### config.mk
export PLATFORM = sky130hd
export DESIGN_NAME = tick_src_sel
export DESIGN_NICKNAME = d
export VERILOG_FILES = /design/src/rtl/tss_pkg.sv /design/src/rtl/tss_prescaler.sv /design/src/rtl/tss_sync.sv /design/src/rtl/tss_fall_det.sv /design/src/rtl/tick_src_sel.sv
export SDC_FILE = /design/constraint.sdc
export NUM_CORES = 1
export LEC_CHECK = 0
export CORE_AREA = 5 5 42 44
export CTS_BUF_LIST = sky130_fd_sc_hd__clkbuf_16
export CTS_CLUSTER_DIAMETER = 200
export DETAILED_ROUTE_END_ITERATION = 8
export DIE_AREA = 0 0 47 49
export PLACE_DENSITY = 0.54
export SLEW_MARGIN = 20
export SYNTH_ARGS = -nofsm -noshare
export SYNTH_HDL_FRONTEND = slang
export SYNTH_HIERARCHICAL = 1
export SYNTH_SLANG_ARGS = --single-unit
### constraint.sdc
create_clock -name clk -period 1.2 [get_ports clk]
set_input_delay 0.12 -clock clk [delete_from_list [all_inputs] [get_ports clk]]
set_output_delay 0.12 -clock clk [all_outputs]
set_load 0.02 [all_outputs]
### src/rtl/tss_pkg.sv
// Shared types and constants for the tick source selector.
// Assumes a 2-bit select code and nothing else.
package tss_pkg;
    typedef enum logic [1:0] {
        SRC_DIV_A = 2'b00,
        SRC_DIV_B = 2'b01,
        SRC_DIV_C = 2'b10,
        SRC_EXT   = 2'b11
    } tss_src_e;

    localparam tss_src_e SRC_RESET_DEFAULT = SRC_DIV_A;
endpackage

### src/rtl/tss_prescaler.sv
// Free-running binary prescaler shared by all internal sources.
// Tap k is bit (LOGk-1) of the count, a 50% clock of period 2**LOGk.
// Assumes LOG_A < LOG_B < LOG_C.
module tss_prescaler #(
    parameter int LOG_A = 2,
    parameter int LOG_B = 3,
    parameter int LOG_C = 5
) (
    input  logic clk,
    input  logic rst_n,
    output logic tap_a,
    output logic tap_b,
    output logic tap_c
);
    localparam int CW = LOG_C;

    logic [CW-1:0] cnt_q;

    // Count every cycle; cleared by reset.
    always_ff @(posedge clk) begin
        if (!rst_n) cnt_q <= '0;
        else        cnt_q <= cnt_q + 1'b1;
    end

    assign tap_a = cnt_q[LOG_A-1];
    assign tap_b = cnt_q[LOG_B-1];
    assign tap_c = cnt_q[LOG_C-1];
endmodule

### src/rtl/tss_sync.sv
// Multi-stage synchronizer for the asynchronous external input.
// Assumes STAGES >= 2; output is the last stage.
module tss_sync #(
    parameter int STAGES = 2
) (
    input  logic clk,
    input  logic rst_n,
    input  logic d_async,
    output logic q_sync
);
    logic [STAGES-1:0] sh_q;

    // Shift the input through the stage chain.
    always_ff @(posedge clk) begin
        if (!rst_n) sh_q <= '0;
        else        sh_q <= {sh_q[STAGES-2:0], d_async};
    end

    assign q_sync = sh_q[STAGES-1];
endmodule

### src/rtl/tss_fall_det.sv
// Registered high-to-low detector on a single level.
// Output pulse is one cycle wide and registered.
module tss_fall_det (
    input  logic clk,
    input  logic rst_n,
    input  logic lvl,
    output logic fall_pulse
);
    logic prev_q;

    // Remember last level and register the falling-edge decision.
    always_ff @(posedge clk) begin
        if (!rst_n) begin
            prev_q     <= 1'b0;
            fall_pulse <= 1'b0;
        end else begin
            prev_q     <= lvl;
            fall_pulse <= prev_q & ~lvl;
        end
    end
endmodule

### src/rtl/tick_src_sel.sv
// Top: picks a count source and emits a one-cycle tick per counted edge.
// Internal sources count on falling edges; the external input is inverted
// after synchronization so its rising edge becomes a fall at the mux.
// Edge detection sits after the mux, so a select change can add a tick.
module tick_src_sel #(
    parameter int LOG_A       = 2,
    parameter int LOG_B       = 3,
    parameter int LOG_C       = 5,
    parameter int SYNC_STAGES = 2
) (
    input  logic       clk,
    input  logic       rst_n,
    input  logic [1:0] sel,
    input  logic       ext_clk_in,
    output logic       count_tick
);
    import tss_pkg::*;

    logic tap_a, tap_b, tap_c;
    logic ext_lvl;
    logic mux_lvl;
    tss_src_e src;

    tss_prescaler #(.LOG_A(LOG_A), .LOG_B(LOG_B), .LOG_C(LOG_C)) u_pre (
        .clk(clk), .rst_n(rst_n),
        .tap_a(tap_a), .tap_b(tap_b), .tap_c(tap_c)
    );

    tss_sync #(.STAGES(SYNC_STAGES)) u_sync (
        .clk(clk), .rst_n(rst_n), .d_async(ext_clk_in), .q_sync(ext_lvl)
    );

    assign src = tss_src_e'(sel);

    // Select the level whose falling edge counts.
    always_comb begin
        unique case (src)
            SRC_DIV_A: mux_lvl = tap_a;
            SRC_DIV_B: mux_lvl = tap_b;
            SRC_DIV_C: mux_lvl = tap_c;
            default:   mux_lvl = ~ext_lvl;
        endcase
    end

    tss_fall_det u_det (
        .clk(clk), .rst_n(rst_n), .lvl(mux_lvl), .fall_pulse(count_tick)
    );
endmodule

==> flow_metrics.py <==
metrics = {
    "worst_hold_path": {
        "hold_class": "in2reg",
    },
    "synthesis": {
        "ys_seq_elements": 9,
        "postSynthAreaPerCell_sq_um": 11.62,
        "synth_cell_type_count": 13,
        "synth_top_family_by_area": "simple AND/OR/NAND/NOR gates",
        "muxShareOfSynthArea_pct": 13.08,
        "synth-compound-area-share_pct": 0,
        "synth-seq-area-share_pct": 55.38,
        "syn_nets": 34,
        "yosys_warnings": 6,
        "yosys.area_share.simple_pct": 23.85,
        "synth_area_sq_um": 325.3,
        "synthXorXnorAreaFrac_pct": 2.692,
        "syn_inst": 28,
        "synthAdderAreaFrac_pct": 3.846,
        "yosysTopAreaCellShare_pct": 55.38,
        "ys_top_cells_by_area": "dfxtp_1 55%, and2_1 7.7%, mux4_2 6.9%",
        "yosys.area.top_type": "dfxtp_1",
    },
    "global_routing": {
        "grt-ovfl-total": 0,
        "grtUsageTotal_pct": 6.232,
        "grt_antenna_before_repair": 0,
        "grt_max_degree": 12,
        "grt_pass1_wl_microns": 903,
        "grt_pass1_vias": 240,
    },
    "critical_path": {
        "r2r_end": "u_det/prev_q",
        "cp.arrival_ns": 1.20,
        "cp_max_fo": 2,
        "reg2reg_slack_ns": 0.12,
        "crit_path_start_kind": "register",
        "r2r-start": "u_sync/sh_q[1]",
        "crit_required_ns": 1.32,
        "crit_path_end_kind": "register",
        "crit_end": "u_det/prev_q",
        "crit_start": "u_sync/sh_q[1]",
        "path_class": "reg2reg",
        "r2r_cells": 3,
    },
    "sta": {
        "slew_viol_final": 0,
        "rsz0062_at_grt": "false",
        "fin_crit_ns": 1.078,
        "post-route-period-util_pct": 89.82,
        "fmax_mhz": 927.8,
        "whs_ns": 0.3707,
        "setup_viol": 0,
        "worstMarginPinSlew_ns": 0.2871,
        "skew_ns": 0.0004175,
        "hold_viol": 0,
        "fin_ws_ns": 0.1222,
        "relSlewSlack_pct": 80.80,
    },
    "power_and_ir_drop": {
        "clkPwrFrac_pct": 60.7,
        "pwr-share-comb_pct": 4.8,
        "swShare_pct": 17.11,
        "switching_power_uw": 161.2,
        "leakage_uw": 0.0002280,
        "ir_drop_mv": 0.6414,
        "p_int_uw": 780.8,
        "powerDensity_nw_per_um2": 1981,
        "p_seq_share_pct": 34.4,
    },
    "floorplanning": {
        "die_w_microns": 47,
        "num_io_pins": 6,
        "core_area_sq_um": 1401,
        "dieHeight_microns": 49,
        "start_util_pct": 23.21,
        "std_cell_rows": 14,
        "dieArea_sq_um": 2303,
    },
    "routing": {
        "drt.antenna.violating_nets": 0,
        "first_pass_iters": 3,
        "wl_per_cell_microns": 9.415,
        "wl_microns": 499,
        "drt-vias-per-instance": 4.170,
        "drc": 0,
        "drtIter0Drc": 1,
        "vias": 221,
    },
    "layout": {
        "drive_above_1_share_pct": 13.51,
        "finalNetCount": 44,
        "final_cell_count_no_fill": 53,
        "antenna_cells": 0,
        "syn_to_final_growth_pct": 46.15,
    },
    "clock_network": {
        "clk_latency_ns": 0.23,
        "postCtsHoldBufs": 0,
        "cts_setup_buffers": 0,
        "clk_pin_slew_ns": 0.04,
        "clock-sinks": 9,
        "root_buffer": "clkbuf_16",
        "cts_tree": "done",
        "cts_buffers": 3,
        "cts_max_path_buffers": 2,
        "htree_levels": 1,
    },
    "place": {
        "post-place-ws_ns": -0.1934,
        "dp_hpwl_microns": 370.3,
        "dp.cells": 49,
        "gp_congestion": 0.6873,
        "numPortBuffers": 5,
    },
    "outcome": {
        "outcome": "complete, no violations",
    },
    "flow_run": {
        "maxCapViolCount": 0,
    },
}
==> registers in the layout, summed over array words and instances, names as in the netlist <==
| signal | count |
|---|---|
| u_det/fall_pulse | 1 |
| u_det/prev_q | 1 |
| u_pre/cnt_q | 5 |
| u_sync/sh_q | 2 |
==> cells in the mapped netlist, drive strengths merged <==
master	count
dfxtp	9
and2	5
mux2i	2
nand2	2
nand2b	2
nand3	2
and3b	1
ha	1
inv	1
mux4	1
nor2b	1
xor2	1
==> critical path, cell delays in order (launching register included) <==
cell     delay (ns)
dfxtp_1        0.30
inv_1          0.04
mux4_2         0.46
and2_2         0.18
==> worst min-delay path by stage <==
| stage | startpoint | endpoint | slack (ns) | depth (start not counted) |
|---|---|---|---|---|
| 2_1_floorplan | rst_n | u_pre/cnt_q[1] | 0.24 | 1 |
| 3_3_place_gp | u_sync/sh_q[0] | u_sync/sh_q[1] | 0.42 | 1 |
| 3_5_place_dp | u_sync/sh_q[0] | u_sync/sh_q[1] | 0.43 | 1 |
| 4_1_cts | u_sync/sh_q[0] | u_sync/sh_q[1] | 0.44 | 1 |
| 5_1_grt | sel[0] | u_det/prev_q | 0.42 | 3 |
| 6_report | sel[0] | u_det/prev_q | 0.37 | 3 |
==> repair_timing <==
item                       in CTS  in global routing
setup endpoints to repair       1                  1
resized for setup               1                  1
hold endpoints to repair        0                  0
cloned                          0                  0
==> cell usage in the layout (no fill, tap or decap) <==
cell	n
ha_1	1
clkdlybuf4s50_1	3
clkbuf_16	3
dlymetal6s2s_1	1
inv_1	2
nand3_1	2
mux2i_1	2
and2_2	1
nand2b_1	2
nor2b_1	1
and2_1	4
and3b_1	1
nand2_1	2
mux4_2	1
dlygate4sd2_1	1
dfxtp_1	9
xor2_1	1
==> cells by family (layout without fill, tap and decap cells) <==
| group | count (synthesis) | in the layout |
|---|---|---|
| XOR/XNOR | 1 | 1 |
| adder cells (fa/ha/maj) | 1 | 1 |
| buffers and inverters | 1 | 10 |
| flip-flops | 9 | 9 |
| multiplexers | 3 | 3 |
| AND/OR/NAND/NOR | 13 | 13 |
==> area by class of cell <==
class / count / area, sq um
Inverter: 1 / 3.754
Tap cell: 16 / 20.02
Sequential cell: 9 / 180.2
Fill cell: 152 / 925.9
Timing Repair Buffer: 5 / 51.30
Clock inverter: 1 / 3.754
Clock buffer: 3 / 75.07
Multi-Input combinational cell: 18 / 141.4
==> routing by layer <==
metal,wire length [microns],track usage [%]
met3,34,4.428
met1,221,6.264
met5,0,0
met2,214,7.466
met4,29,6.912
==> metrics by stage <==
stage          cell area [sq um]  total power, uW  setup TNS (ns)  util [%]
2_1_floorplan              325.3            352.9               0         -
3_3_place_gp               395.4            375.2         -0.3387     28.21
3_5_place_dp               395.4            377.2         -0.3726     28.21
4_1_cts                    473.0            954.5               0     33.75
5_1_grt                    475.5            980.5               0     33.93
6_report                   475.5            942.0               0     33.93
==> power by group through the flow <==
stage	clock [uW]	combinational, uW	sequential, uW
detailed placement	0	47.7	330
floorplan	0	24.0	329
global route	601	53.1	326
finish	572	45.7	324
CTS	583	47.1	325
global placement	0	45.8	329
Power figures use the tool's default switching activity.
